**config.mk**
```make
export PLATFORM = sky130hd
export DESIGN_NAME = coh_dir_ctrl
export DESIGN_NICKNAME = d
export VERILOG_FILES = /design/src/rtl/coh_dir_pkg.sv /design/src/rtl/dir_store.sv /design/src/rtl/dir_next.sv /design/src/rtl/ack_tracker.sv /design/src/rtl/coh_dir_ctrl.sv
export SDC_FILE = /design/constraint.sdc
export NUM_CORES = 1
export LEC_CHECK = 0
export BUFFER_PORTS_ARGS = -buffer_cell sky130_fd_sc_hd__buf_2
export CAP_MARGIN = 20
export CORE_MARGIN = 8
export CORE_UTILIZATION = 50
export CTS_BUF_LIST = sky130_fd_sc_hd__clkbuf_16
export DETAILED_ROUTE_END_ITERATION = 10
export PLACE_DENSITY = 0.75
export RECOVER_POWER = 50
export SYNTH_ARGS = -nofsm -noshare
export SYNTH_HDL_FRONTEND = slang
export SYNTH_SLANG_ARGS = --single-unit
```
**constraint.sdc**
```tcl
create_clock -name clk -period 4.3 [get_ports clk]
set_clock_uncertainty 0.2 [all_clocks]
set_input_delay 0.645 -clock clk [delete_from_list [all_inputs] [get_ports clk]]
set_output_delay 0.645 -clock clk [all_outputs]
set_load 0.01 [all_outputs]
```
**src/rtl/coh_dir_pkg.sv**
```systemverilog
package coh_dir_pkg;
  typedef enum logic [1:0] {
    CMD_INV   = 2'd0,
    CMD_DOWN  = 2'd1,
    CMD_FLUSH = 2'd2
  } cmd_kind_e;

  typedef enum logic [1:0] {
    ST_IDLE,
    ST_CMD,
    ST_WAIT,
    ST_DONE
  } ctl_state_e;
endpackage

```
**src/rtl/dir_store.sv**
```systemverilog
module dir_store #(
  parameter int NBLK = 16,
  parameter int PW   = 8,
  localparam int BW  = $clog2(NBLK)
) (
  input  logic          clk,
  input  logic          rst_n,
  input  logic [BW-1:0] rd_blk,
  output logic          rd_home,
  output logic          rd_shared,
  output logic [PW-1:0] rd_vec,
  input  logic          we,
  input  logic [BW-1:0] wr_blk,
  input  logic          wr_home,
  input  logic          wr_shared,
  input  logic [PW-1:0] wr_vec
);
  logic [NBLK-1:0] home_q;
  logic [NBLK-1:0] shared_q;
  logic [PW-1:0]   vec_q [NBLK];

  always_ff @(posedge clk or negedge rst_n) begin
    if (!rst_n) begin
      home_q   <= '1;
      shared_q <= '0;
      for (int i = 0; i < NBLK; i++) vec_q[i] <= '0;
    end else if (we) begin
      home_q[wr_blk]   <= wr_home;
      shared_q[wr_blk] <= wr_shared;
      vec_q[wr_blk]    <= wr_vec;
    end
  end

  assign rd_home   = home_q[rd_blk];
  assign rd_shared = shared_q[rd_blk];
  assign rd_vec    = vec_q[rd_blk];

  // an exclusive entry names exactly one presence bit
  assert_excl_single_R6: assert property (@(posedge clk) disable iff (!rst_n)
    (we && !wr_home && !wr_shared) |-> ($countones(wr_vec) == 1));

  // a shared entry always marks at least one holder
  assert_shared_nonempty_R3: assert property (@(posedge clk) disable iff (!rst_n)
    (we && !wr_home && wr_shared) |-> (wr_vec != '0));
endmodule

```
**src/rtl/dir_next.sv**
```systemverilog
module dir_next
  import coh_dir_pkg::*;
#(
  parameter int NCACHE = 8,
  parameter int PW     = 8,
  parameter bit COARSE = 1'b0,
  localparam int IDW   = $clog2(NCACHE),
  localparam int GS    = COARSE ? 1 : 0
) (
  input  logic              is_write,
  input  logic [IDW-1:0]    id,
  input  logic              home,
  input  logic              shared,
  input  logic [PW-1:0]     vec,
  output logic [NCACHE-1:0] tgt,
  output cmd_kind_e         kind,
  output logic              n_home,
  output logic              n_shared,
  output logic [PW-1:0]     n_vec,
  output logic              excl_grant
);
  logic [NCACHE-1:0] expanded;
  logic [NCACHE-1:0] others;
  logic [PW-1:0]     reqbit;

  for (genvar p = 0; p < NCACHE; p++) begin : g_expand
    assign expanded[p] = vec[p >> GS];
  end

  assign reqbit = PW'(1) << (id >> GS);
  assign others = expanded & ~(NCACHE'(1) << id);

  always_comb begin
    tgt        = '0;
    kind       = CMD_INV;
    n_home     = home;
    n_shared   = shared;
    n_vec      = vec;
    excl_grant = 1'b0;
    if (home) begin
      n_home     = 1'b0;
      n_shared   = !is_write;
      n_vec      = reqbit;
      excl_grant = is_write;
    end else if (shared) begin
      if (is_write) begin
        tgt        = others;
        kind       = CMD_INV;
        n_shared   = 1'b0;
        n_vec      = reqbit;
        excl_grant = 1'b1;
      end else begin
        n_vec = vec | reqbit;
      end
    end else if (others == '0) begin
      excl_grant = 1'b1;
    end else if (is_write) begin
      tgt        = others;
      kind       = CMD_FLUSH;
      n_vec      = reqbit;
      excl_grant = 1'b1;
    end else begin
      tgt      = others;
      kind     = CMD_DOWN;
      n_shared = 1'b1;
      n_vec    = vec | reqbit;
    end
  end
endmodule

```
**src/rtl/ack_tracker.sv**
```systemverilog
module ack_tracker #(
  parameter int NCACHE = 8,
  localparam int IDW   = $clog2(NCACHE),
  localparam int CW    = $clog2(NCACHE + 1)
) (
  input  logic              clk,
  input  logic              rst_n,
  input  logic              load,
  input  logic [NCACHE-1:0] load_mask,
  input  logic              ack_valid,
  input  logic [IDW-1:0]    ack_id,
  output logic [CW-1:0]     cnt,
  output logic              last
);
  logic [NCACHE-1:0] pend_q;
  logic [CW-1:0]     cnt_q;
  logic              hit;

  function automatic logic [CW-1:0] popc(input logic [NCACHE-1:0] m);
    logic [CW-1:0] s;
    s = '0;
    for (int i = 0; i < NCACHE; i++) s = s + CW'(m[i]);
    return s;
  endfunction

  assign hit  = ack_valid && pend_q[ack_id];
  assign last = hit && (cnt_q == CW'(1));
  assign cnt  = cnt_q;

  always_ff @(posedge clk or negedge rst_n) begin
    if (!rst_n) begin
      pend_q <= '0;
      cnt_q  <= '0;
    end else if (load) begin
      pend_q <= load_mask;
      cnt_q  <= popc(load_mask);
    end else if (hit) begin
      pend_q[ack_id] <= 1'b0;
      cnt_q          <= cnt_q - CW'(1);
    end
  end

  // the count always equals the caches still owing an ack
  assert_cnt_match_R8: assert property (@(posedge clk) disable iff (!rst_n)
    cnt_q == CW'($countones(pend_q)));

  // a new fan-out is never loaded over an unfinished one
  assert_no_overlap_R9: assert property (@(posedge clk) disable iff (!rst_n)
    load |-> (cnt_q == '0));
endmodule

```
**src/rtl/coh_dir_ctrl.sv**
```systemverilog
module coh_dir_ctrl
  import coh_dir_pkg::*;
#(
  parameter int NCACHE = 8,
  parameter int NBLK   = 16,
  parameter bit COARSE = 1'b0,
  localparam int IDW   = $clog2(NCACHE),
  localparam int BW    = $clog2(NBLK),
  localparam int PW    = COARSE ? NCACHE / 2 : NCACHE,
  localparam int CW    = $clog2(NCACHE + 1)
) (
  input  logic              clk,
  input  logic              rst_n,
  input  logic              req_valid,
  output logic              req_ready,
  input  logic              req_write,
  input  logic [IDW-1:0]    req_id,
  input  logic [BW-1:0]     req_blk,
  output logic              busy,
  output logic              cmd_valid,
  output logic [1:0]        cmd_kind,
  output logic [NCACHE-1:0] cmd_mask,
  input  logic              ack_valid,
  input  logic [IDW-1:0]    ack_id,
  output logic              done_valid,
  output logic [IDW-1:0]    done_id,
  output logic              done_excl
);
  ctl_state_e        state_q;
  logic              accept;
  logic              e_home, e_shared;
  logic [PW-1:0]     e_vec;
  logic [NCACHE-1:0] nx_tgt;
  cmd_kind_e         nx_kind;
  logic              nx_home, nx_shared, nx_grant;
  logic [PW-1:0]     nx_vec;

  logic [IDW-1:0]    cur_id;
  logic [BW-1:0]     cur_blk;
  logic [NCACHE-1:0] tgt_q;
  cmd_kind_e         kind_q;
  logic              grant_q, nh_q, ns_q;
  logic [PW-1:0]     nv_q;
  logic [CW-1:0]     trk_cnt;
  logic              trk_last;

  assign req_ready = (state_q == ST_IDLE);
  assign busy      = !req_ready;
  assign accept    = req_valid && req_ready;

  dir_store #(.NBLK(NBLK), .PW(PW)) u_store (
    .clk(clk), .rst_n(rst_n),
    .rd_blk(req_blk), .rd_home(e_home), .rd_shared(e_shared), .rd_vec(e_vec),
    .we(state_q == ST_DONE), .wr_blk(cur_blk),
    .wr_home(nh_q), .wr_shared(ns_q), .wr_vec(nv_q)
  );

  dir_next #(.NCACHE(NCACHE), .PW(PW), .COARSE(COARSE)) u_next (
    .is_write(req_write), .id(req_id),
    .home(e_home), .shared(e_shared), .vec(e_vec),
    .tgt(nx_tgt), .kind(nx_kind),
    .n_home(nx_home), .n_shared(nx_shared), .n_vec(nx_vec),
    .excl_grant(nx_grant)
  );

  ack_tracker #(.NCACHE(NCACHE)) u_trk (
    .clk(clk), .rst_n(rst_n),
    .load(accept && (nx_tgt != '0)), .load_mask(nx_tgt),
    .ack_valid(ack_valid), .ack_id(ack_id),
    .cnt(trk_cnt), .last(trk_last)
  );

  always_ff @(posedge clk or negedge rst_n) begin
    if (!rst_n) begin
      state_q <= ST_IDLE;
      cur_id  <= '0;
      cur_blk <= '0;
      tgt_q   <= '0;
      kind_q  <= CMD_INV;
      grant_q <= 1'b0;
      nh_q    <= 1'b1;
      ns_q    <= 1'b0;
      nv_q    <= '0;
    end else begin
      unique case (state_q)
        ST_IDLE: if (accept) begin
          cur_id  <= req_id;
          cur_blk <= req_blk;
          tgt_q   <= nx_tgt;
          kind_q  <= nx_kind;
          grant_q <= nx_grant;
          nh_q    <= nx_home;
          ns_q    <= nx_shared;
          nv_q    <= nx_vec;
          state_q <= (nx_tgt != '0) ? ST_CMD : ST_DONE;
        end
        ST_CMD:  state_q <= trk_last ? ST_DONE : ST_WAIT;
        ST_WAIT: if (trk_last) state_q <= ST_DONE;
        ST_DONE: state_q <= ST_IDLE;
        default: state_q <= ST_IDLE;
      endcase
    end
  end

  assign cmd_valid  = (state_q == ST_CMD);
  assign cmd_kind   = kind_q;
  assign cmd_mask   = tgt_q;
  assign done_valid = (state_q == ST_DONE);
  assign done_id    = cur_id;
  assign done_excl  = grant_q;

  assert_cmd_pulse_R11: assert property (@(posedge clk) disable iff (!rst_n)
    cmd_valid |=> !cmd_valid);

  assert_done_to_idle_R11: assert property (@(posedge clk) disable iff (!rst_n)
    done_valid |=> (req_ready && !done_valid));

  assert_not_self_R5: assert property (@(posedge clk) disable iff (!rst_n)
    cmd_valid |-> !cmd_mask[cur_id]);

  assert_cmd_nonempty_R4: assert property (@(posedge clk) disable iff (!rst_n)
    cmd_valid |-> (cmd_mask != '0));

  assert_busy_cause_R9: assert property (@(posedge clk) disable iff (!rst_n)
    $rose(busy) |-> $past(req_valid));

  assert_done_acks_R8: assert property (@(posedge clk) disable iff (!rst_n)
    done_valid |-> (trk_cnt == '0));
endmodule

```
==> metrics.csv, run 1 <==
stage,metric,value,unit
global_routing,number of global-route vias before repair,6636,
clocking,clock root cell,clkbuf_16,
layout,Area growth syn-to-layout,15.16,%
drt,WL final,23.04,mm
placed_design,DPL Wire Length,15.23,mm
clocking,CTS Sinks,202,
worst_setup_path,"Cell Chain, Critical Path",mux4_2 > mux4_2 > a21o_1 > or3_4 > ha_4 > inv_2 > fa_1 > fa_1 > inv_2 > fa_2 > fa_2 > mux2_4,
drt,via-per-instance ratio,5.914,
global_routing,global-route wire length before repair,36.94,mm
pwr,combinational power share,3.6,%
yosys,Synth top area share,47.90,%
drt,Initial DRC Count,418,
drt,drt drc,0,
yosys,synthesized area per cell,13.81,µm²
worst_setup_path,Arrival @ worst endpoint,4.81,ns
worst_setup_path,Worst path depth,12,
layout,layout cell share with drive strength beyond 1,45.15,%
timing,Final min period,4.619,ns
worst_setup_path,Critical R2R Capture,u_trk.cnt[1],
placed_design,dpl ws,-0.8895,ns
placed_design,GPL Wtd Cong,0.8769,
yosys,Syn Nets,729,
yosys,Compound-Gate Fraction of Synth Area,3.793,%
pwr,sequential share of power,49.0,%
clocking,clk_lat worst skew,0.51,ns
timing,final worst setup slack,-0.3190,ns
pwr,Sw Pwr,865.1,µW
worst_setup_path,Max stage delay on crit path,0.55,ns
yosys,largest family of logic cells by synthesized area,multiplexers,
clocking,"Reg clk slew, reported paths",0.06,ns
placed_design,I/O Buffers,32,
pwr,sw frac,22.31,%
run_status,status,finished with violations,
yosys,Simple-Gate Fraction of Synth Area,6.784,%
global_routing,GR Overflow Total,0,
yosys,Yosys reg bits,202,
timing,Max Slew Vio Count,207,
worst_setup_path,Critical Path RT,4.49,ns
global_routing,largest net degree at the start of global routing,106,
floorplanning,chip width,155.0,µm
worst_setup_path,Startpoint Class,flip-flop,
yosys,post-synth top area cell,dfrtp_1,
layout,# diodes,0,
global_routing,initial antenna violation count,0,
clocking,CTS tree,built,
pwr,Leak,0.005395,µW
worst_setup_path,worst reg-to-reg setup slack,-0.32,ns
timing,post-route setup TNS,-0.6405,ns
run_status,violated checks,"max-capacitance violations, max-slew violations, negative setup slack",
yosys,post-synthesis mux area share,31.89,%
clocking,Max clock buf depth,3,
timing,Fin. Hold Viols,0,
job,Max Cap Viol,3,
floorplanning,I/O pin cnt,33,
clocking,CTS H-Tree Depth,1,
yosys,Synth Area in Adders,2.123,%
yosys,"Warnings, synthesis",0,
drt,ANT nets after route,0,
yosys,count of different cell masters after synthesis,51,
timing,max_slew headroom,-71.14,%
worst_setup_path,CP startpoint,u_store.home_q[15],
yosys,"Top FF cell, synth",dfrtp_1,
pwr,Clk pwr share,47.3,%
yosys,"EDFF count, synth",0,
worst_setup_path,reg-to-reg startpoint,u_store.home_q[15],
yosys,XOR/XNOR Fraction of Synth Area,0.3625,%
min_path,Hold Path Depth,3,
floorplanning,die area,0.02403,mm²
clocking,TritonCTS Buffers,22,
floorplanning,site row count,51,
layout,final core utilization,57.94,%
timing,Max Freq,0.2165,GHz
floorplanning,Initial Utilization,50.32,%
yosys,sequential share of the synthesized area,52.52,%
worst_setup_path,Crit. End Element,flip-flop,
layout,most frequent cells in the layout,"dfrtp_1 (185), mux2_2 (166), nand2_1 (54)",
timing,worst-margin pin slew,2.567,ns
timing,RSZ-0062 raised after global routing,yes,
pwr,Int Power,3012,µW
worst_setup_path,Critical Path End,u_trk.cnt[1],
yosys,Cells after Synth,700,
worst_setup_path,crit path kind,flip-flop to flip-flop,
timing,"Setup violations, final",3,
drt,via count,6204,
pwr,VDD IR max,0.0003626,V
worst_setup_path,Worst Path Buf+Inv,2,
timing,fin crit share,107.4,%
min_path,Hold WC Path Type,primary input to flip-flop,
pwr,Power Density,348.4,mW/mm²
worst_setup_path,CP Max Fanout,4,
drt,first-pass detailed-route iteration total,5,
worst_setup_path,reg2reg path depth,12,
floorplanning,core area,0.01921,mm²
worst_setup_path,Top Family by Delay on Critical Path,adder cells,
yosys,leading post-synthesis cells by cell area,"dfrtp_1 (48%), mux2_2 (20%), mux4_2 (9.3%)",
drt,DR WL/cell,21.96,µm
worst_setup_path,slowest CP cell,mux4_2,
layout,"commonest non-fill, non-tap cell in the layout",dfrtp_1,
yosys,Async SR Flop Fraction,100.0,%
yosys,Synth Cell Area,0.009664,mm²
layout,final net count,798,
floorplanning,die height,155.0,µm
pwr,Total Power,3877,µW
global_routing,Total GRT Usage,19.54,%
## Yosys cell counts (4+ instances only)
cell type	n
dfrtp_1	185
nand2b_1	11
and3_1	5
mux2i_1	21
or3_1	5
nor2b_1	5
buf_2	6
fa_1	4
inv_1	17
and2_1	8
nand3_1	5
o21ai_0	18
clkbuf_1	26
a21oi_1	7
ha_1	10
nand2_1	54
nand4_1	4
mux4_2	40
mux2_2	168
dfstp_2	17
nor2_1	31
a221oi_1	4
## metrics by stage
| stage | instance area (µm²) | std cells | hold slack [ns] |
|---|---|---|---|
| after floorplan | 9722 | 700 | 0.1494 |
| after detailed placement | 10400 | 1006 | 0.2585 |
| after CTS | 11130 | 1047 | 0.07758 |
| final | 11130 | 1049 | 0.2019 |
| after global placement | 10400 | 1006 | 0.2565 |
| after global routing | 11130 | 1049 | 0.2321 |
## flip-flops by register name (all words and copies together), names as in the netlist
register and flops:
cmd_mask 8, state_q 2, u_trk.cnt 4, u_store.vec_q 128, u_store.home_q 16, done_excl 1
nv_q 8, nh_q 1, cur_blk 4, u_trk.pend_q 8, done_id 3, u_store.shared_q 16
cmd_kind 2, ns_q 1
## power groups by stage
stage	combinational, µW	sequential, µW	clock (µW)
final	141	1900	1830
after global routing	155	1900	1950
after CTS	145	1900	1870
after floorplan	67.4	1940	0
after detailed placement	144	1940	0
after global placement	140	1940	0
## metal layers
| layer | wire, µm | global-route usage, % | up-vias |
|---|---|---|---|
| met5 | 0 | 0 | - |
| met4 | 605 | 6.440 | 0 |
| met3 | 1409 | 2.857 | 47 |
| met1 | 9501 | 25.34 | 3273 |
| li1 | - | - | 2679 |
| met2 | 11520 | 33.17 | 205 |
## worst register-to-register path, cell delays in order, from the launching register on
cell	delay, ns
dfstp_2	0.37
mux4_2	0.48
mux4_2	0.55
a21o_1	0.20
or3_4	0.36
ha_4	0.28
inv_2	0.03
fa_1	0.45
fa_1	0.51
inv_2	0.04
fa_2	0.37
fa_2	0.41
mux2_4	0.26
## area by class of cell
| cell class | count | area [µm²] |
|---|---|---|
| clock buffer | 22 | 550.5 |
| clock inverter | 17 | 158.9 |
| fill | 1499 | 8078 |
| inverter | 17 | 63.81 |
| multi-input combinational | 442 | 4399 |
| sequential | 202 | 5076 |
| tap | 265 | 331.6 |
| timing repair buffer | 84 | 549.3 |
## timing repair
item,CTS,global route
pin swaps,2,2
gates resized for setup,2,7
setup buffers,2,2
endpoints found under the setup margin,4,4
hold buffers,0,0
endpoints found under the hold margin,0,0
## worst min path at each step
stage                              to   startpoint  slack, ns
finish                     done_id[0]    req_id[0]       0.20
global route               done_id[0]    req_id[0]       0.23
global placement          cmd_mask[6]  cmd_mask[6]       0.26
CTS                 u_store.vec_q[95]        rst_n       0.08
detailed placement         done_id[0]   done_id[0]       0.26
floorplan                 cmd_kind[0]        rst_n       0.15
## cells by family (layout without fill, tap and decap cells)
kind of cell | count (synthesis) | in the layout
buffers and inverters | 56 | 140
adder cells (fa/ha/maj) | 14 | 14
AO/OA/AOI/OAI | 54 | 54
flip-flops | 202 | 202
multiplexers | 232 | 232
AND/OR/NAND/NOR | 138 | 138
XOR/XNOR | 4 | 4
Power figures use the tool's default switching activity.
==> run 2: changes to the inputs <==
- BUFFER_PORTS_ARGS: -buffer_cell sky130_fd_sc_hd__buf_2 -> -buffer_cell sky130_fd_sc_hd__clkbuf_2
==> run 2 against run 1 <==
- via count decreased by 0.81%
- highest routed layer unchanged
- critical path type is now primary input to flip-flop
- fmax increased by 0.34%
- critical path depth increased by 3
- largest power group unchanged
- worst hold slack improved by 0.060 ns
- the flow still finishes with violations (max-capacitance violations, max-slew violations, negative setup slack)
- wire length decreased by 1.5%
==> metrics.csv, run 2 (synthesis results as in run 1) <==
stage,metric,value,unit
timing,max_slew headroom,-73.22,%
layout,Final Instance Area,0.01105,mm²
timing,hold slack,0.2619,ns
worst_setup_path,Crit. End Element,flip-flop,
worst_setup_path,slowest CP cell,mux4_2,
drt,ANT nets after route,0,
worst_setup_path,Startpoint Class,primary input,
global_routing,GR Overflow Total,0,
global_routing,global-route wire length before repair,36.70,mm
timing,Max Freq,0.2172,GHz
clocking,"Reg clk slew, reported paths",0.06,ns
worst_setup_path,Arrival @ worst endpoint,4.79,ns
placed_design,GPL Wtd Cong,0.8720,
timing,RSZ-0062 raised after global routing,yes,
timing,worst-margin pin slew,2.598,ns
floorplanning,chip width,155.0,µm
clocking,Max clock buf depth,3,
worst_setup_path,Worst Path Buf+Inv,5,
pwr,VDD IR max,0.0003060,V
layout,most frequent cells in the layout,"dfrtp_1 (185), mux2_2 (168), nand2_1 (54)",
floorplanning,I/O pin cnt,33,
clocking,CTS Hold Bufs,0,
clocking,CTS Sinks,202,
worst_setup_path,crit path kind,primary input to flip-flop,
timing,Max Slew Vio Count,138,
global_routing,largest net degree at the start of global routing,104,
clocking,CTS tree,built,
pwr,Leak,0.005375,µW
floorplanning,core area,0.01921,mm²
drt,Initial DRC Count,566,
timing,Fin. Hold Viols,0,
min_path,Hold WC Path Type,primary input to flip-flop,
drt,first-pass detailed-route iteration total,5,
worst_setup_path,Max stage delay on crit path,0.56,ns
placed_design,DPL Wire Length,15.09,mm
layout,# diodes,0,
layout,final net count,797,
clocking,CTS H-Tree Depth,1,
run_status,status,finished with violations,
global_routing,Total GRT Usage,19.39,%
layout,layout cell share with drive strength beyond 1,44.06,%
clocking,TritonCTS Buffers,22,
drt,DR WL/cell,21.64,µm
layout,Area growth syn-to-layout,14.34,%
pwr,Total Power,3721,µW
floorplanning,Initial Utilization,50.32,%
floorplanning,site row count,51,
timing,post-route setup TNS,-0.6033,ns
floorplanning,die area,0.02403,mm²
global_routing,initial antenna violation count,0,
drt,via count,6154,
placed_design,dpl ws,-0.8356,ns
timing,fin crit share,107.1,%
run_status,violated checks,"max-capacitance violations, max-slew violations, negative setup slack",
timing,"Setup violations, final",3,
clocking,clock root cell,clkbuf_16,
worst_setup_path,CP Max Fanout,5,
worst_setup_path,Critical Path RT,4.49,ns
worst_setup_path,"Cell Chain, Critical Path",clkbuf_4 > mux4_2 > mux4_2 > buf_4 > a21oi_2 > and3_4 > inv_1 > ha_4 > inv_2 > fa_1 > fa_1 > inv_1 > fa_2 > fa_2 > mux2_2,
pwr,Power Density,336.7,mW/mm²
drt,drt drc,0,
global_routing,number of global-route vias before repair,6539,
layout,register bank with the most flops,u_store.vec_q,
worst_setup_path,Top Family by Delay on Critical Path,adder cells,
layout,"commonest non-fill, non-tap cell in the layout",dfrtp_1,
timing,final worst setup slack,-0.3032,ns
drt,via-per-instance ratio,5.872,
layout,max FFs per register,128,
placed_design,placed cell areas,0.01040,mm²
job,Max Cap Viol,2,
timing,Final min period,4.603,ns
placed_design,I/O Buffers,32,
floorplanning,die height,155.0,µm
clocking,clk_lat worst skew,0.50,ns
layout,Top Registers,"u_store.vec_q: 128 flops, u_store.home_q: 16 flops, u_store.shared_q: 16 flops",
drt,WL final,22.68,mm
==> run 2: cell types whose count changed in the layout (fill, tap and decap cells not counted), sizes merged <==
| cell | previous run | this run |
|---|---|---|
| clkbuf | 32 | 58 |
| bufinv | 2 | 0 |
| buf | 74 | 47 |
| clkinv | 7 | 13 |
| clkinvlp | 4 | 0 |
==> run 2: layer usage <==
metal,GRT usage [%],share of wire (%),vias up
met2,32.63,50,177
met5,0,0,-
met1,25.49,42,3261
li1,-,-,2676
met4,5.040,2.2,0
met3,3.551,6.2,40
==> run 2: path summary, 6_finish.rpt <==
kind | from | to | slack [ns] | cells after the start
setup / recovery | req_blk[0] | u_trk.cnt[1] | -0.30 | 15
hold / removal | req_valid | state_q[1] | 0.26 | 3
setup reg to reg | u_store.home_q[15] | u_trk.cnt[1] | -0.30 | 14
hold reg to reg | cmd_mask[4] | cmd_mask[4] | 0.28 | 2
max in group asynchronous | rst_n | u_store.vec_q[49] | 1.10 | 2
min in group asynchronous | rst_n | cmd_mask[0] | 0.73 | 1
==> run 2: worst register-to-register path, delay by kind of cell (launching register included) <==
| kind | cells | cell delay [ns] |
|---|---|---|
| multiplexers | 3 | 1.29 |
| AO/OA/AOI/OAI | 1 | 0.12 |
| AND/OR/NAND/NOR | 1 | 0.20 |
| buffers and inverters | 4 | 0.33 |
| adder cells (fa/ha/maj) | 5 | 1.98 |
| flip-flops | 1 | 0.37 |
==> run 2: report_power, final <==
part	leakage, µW	switching (µW)	total, µW	internal (µW)
Clock	0.000335	746	1680	931
Sequential	0.00276	0	1900	1900
Combinational	0.00228	94.2	142	47.3
Total	0.00537	840	3720	2880
==> run 2: layout make-up <==
type / count / area, µm²
inverters: 17 / 63.81
multi-input cells: 442 / 4383
well taps: 265 / 331.6
clock buffers: 22 / 550.5
clock inverters: 17 / 88.84
repair buffers: 83 / 556.8
flip-flops and latches: 202 / 5076
fillers: 1499 / 8157
==> run 2: what timing repair did <==
action                                 in CTS  in global routing
pin swaps                                   1                  0
setup endpoints to repair                   2                  4
setup buffers                               1                  2
endpoints found under the hold margin       0                  0
gates resized for setup                     2                  2
==> run 2: stage by stage <==
stage          std cells  utilization (%)
2_1_floorplan        700                -
3_3_place_gp        1006            54.13
3_5_place_dp        1006            54.13
4_1_cts             1046            57.53
5_1_grt             1048            57.53
6_report            1048            57.53
==> run 3: changes to the inputs <==
- REMOVE_ABC_BUFFERS: not set -> 1
- SETUP_SLACK_MARGIN: not set -> 0.4
==> run 3 against run 2 <==
- the run still ends with max-capacitance violations, max-slew violations, negative setup slack left
- largest power group unchanged
- clock power increased by 5%
- largest cell class unchanged
- sequential power is essentially flat
- wire length grew 1.5%
- first-iteration DRC count down 29%
- register-to-register slack got worse by 0.02 ns
- critical path type is now flip-flop to flip-flop
- die area stayed put
==> metrics.csv, run 3 (synthesis results as in run 1) <==
stage,metric,value,unit
worst_setup_path,Startpoint Class,flip-flop,
drt,drt drc,0,
floorplanning,die area,0.02403,mm²
drt,via count,6235,
placed_design,DPL Wire Length,15.52,mm
worst_setup_path,Arrival @ worst endpoint,4.80,ns
layout,Layout fillers,1482,
worst_setup_path,reg-to-reg startpoint,u_store.home_q[15],
placed_design,GPL Wtd Cong,0.8587,
min_path,worst hold start,done_id[2],
drt,first-pass detailed-route iteration total,5,
drt,ANT nets after route,0,
pwr,Leak,0.005377,µW
placed_design,dpl ws,-0.9920,ns
clocking,TritonCTS Buffers,22,
clocking,CTS Hold Bufs,0,
floorplanning,Initial Utilization,50.32,%
global_routing,number of global-route vias before repair,6687,
layout,"commonest non-fill, non-tap cell in the layout",dfrtp_1,
layout,max FFs per register,128,
floorplanning,chip width,155.0,µm
run_status,status,finished with violations,
global_routing,initial antenna violation count,0,
global_routing,largest net degree at the start of global routing,105,
timing,Final min period,4.619,ns
timing,worst-margin pin slew,2.487,ns
clocking,clk_lat worst skew,0.52,ns
timing,final worst setup slack,-0.3188,ns
clocking,CTS tree,built,
placed_design,placed cell areas,0.01035,mm²
layout,Area growth syn-to-layout,14.72,%
pwr,Power Density,342.6,mW/mm²
timing,Fin. Hold Viols,0,
worst_setup_path,CP startpoint,u_store.home_q[15],
timing,max_slew headroom,-65.81,%
layout,register bank with the most flops,u_store.vec_q,
worst_setup_path,CP Max Fanout,2,
timing,fin crit share,107.4,%
clocking,Max clock buf depth,3,
global_routing,global-route wire length before repair,37.35,mm
floorplanning,site row count,51,
drt,Initial DRC Count,401,
timing,Max Freq,0.2165,GHz
layout,layout cell share with drive strength beyond 1,44.36,%
run_status,violated checks,"max-capacitance violations, max-slew violations, negative setup slack",
worst_setup_path,crit path kind,flip-flop to flip-flop,
min_path,Hold WC Path Type,flip-flop to flip-flop,
layout,final net count,793,
worst_setup_path,Crit. End Element,flip-flop,
layout,Final Instance Area,0.01109,mm²
layout,most frequent cells in the layout,"dfrtp_1 (185), mux2_2 (167), nand2_1 (54)",
global_routing,GR Overflow Total,0,
worst_setup_path,worst reg-to-reg setup slack,-0.32,ns
clocking,CTS H-Tree Depth,1,
drt,WL final,23.02,mm
pwr,VDD IR max,0.0003241,V
floorplanning,die height,155.0,µm
layout,Top Registers,"u_store.vec_q: 128 flops, u_store.home_q: 16 flops, u_store.shared_q: 16 flops",
drt,DR WL/cell,22.02,µm
clocking,clock root cell,clkbuf_16,
global_routing,Total GRT Usage,19.83,%
drt,via-per-instance ratio,5.967,
clocking,"Reg clk slew, reported paths",0.06,ns
floorplanning,core area,0.01921,mm²
layout,# diodes,0,
floorplanning,I/O pin cnt,33,
worst_setup_path,Critical Path RT,4.48,ns
timing,"Setup violations, final",2,
job,Max Cap Viol,2,
clocking,CTS Sinks,202,
placed_design,I/O Buffers,32,
timing,RSZ-0062 raised after global routing,yes,
timing,Max Slew Vio Count,139,
## run 3: timing repair
item | 4_1_cts | 5_1_grt
setup buffers | 2 | 1
setup endpoints to repair | 4 | 4
gates resized for setup | 11 | 5
pin swaps | 6 | 2
## run 3: routing by layer
layer  routed length, µm  share of wire (%)  track usage, %  vias to the layer above
met5                   0                  0               0                        -
met4                 536                2.3           5.880                        0
met3                1780                7.7           4.022                       45
met2               11060                 48           32.29                      253
met1                9642                 42           26.49                     3263
li1                    -                  -               -                     2674
## run 3: worst paths after layout
check,end,cells after the start
min in group asynchronous,cmd_mask[2],1
worst max-delay path,u_trk.cnt[1],12
worst max register to register,u_trk.cnt[1],12
max in group asynchronous,u_store.vec_q[65],2
worst min-delay path,done_id[2],2
worst min register to register,done_id[2],2
## run 3: worst max-delay path, cell delays in order, from the launching register on
cell and delay [ns]:
dfstp_2 0.37, mux4_2 0.45, mux4_2 0.56, a21o_1 0.20
or3_4 0.35, ha_4 0.27, inv_2 0.03, fa_1 0.46
fa_1 0.51, inv_2 0.04, fa_2 0.35, fa_2 0.42
mux2_4 0.27
## run 3: final cells by class
type,count,area [µm²],share of cell area [%]
clock buffer,22,550.5,4.966
clock inverter,18,130.1,1.174
inverter,17,63.81,0.5756
multi-input combinational,442,4405,39.74
sequential,202,5076,45.78
tap,265,331.6,2.991
timing repair buffer,79,529.3,4.774
## run 3: power breakdown
part	internal [µW]	switching, µW	leakage (µW)
Combinational	46.8	93.9	0.00227
Clock	997	758	0.000355
Sequential	1900	0	0.00276
Total	2950	852	0.00538
## run 3: stage by stage
step                hold WS [ns]  cells  utilization, %  total power (µW)  setup TNS [ns]
floorplan                 0.1494    661               -              1974          -1.712
global placement          0.2604   1002           53.91              2073          -2.755
detailed placement        0.2621   1002           53.91              2077          -3.075
CTS                      0.06092   1044           57.78              3836         -0.5550
global route              0.2653   1045           57.72              3928         -0.8917
finish                    0.2760   1045           57.72              3798         -0.5707
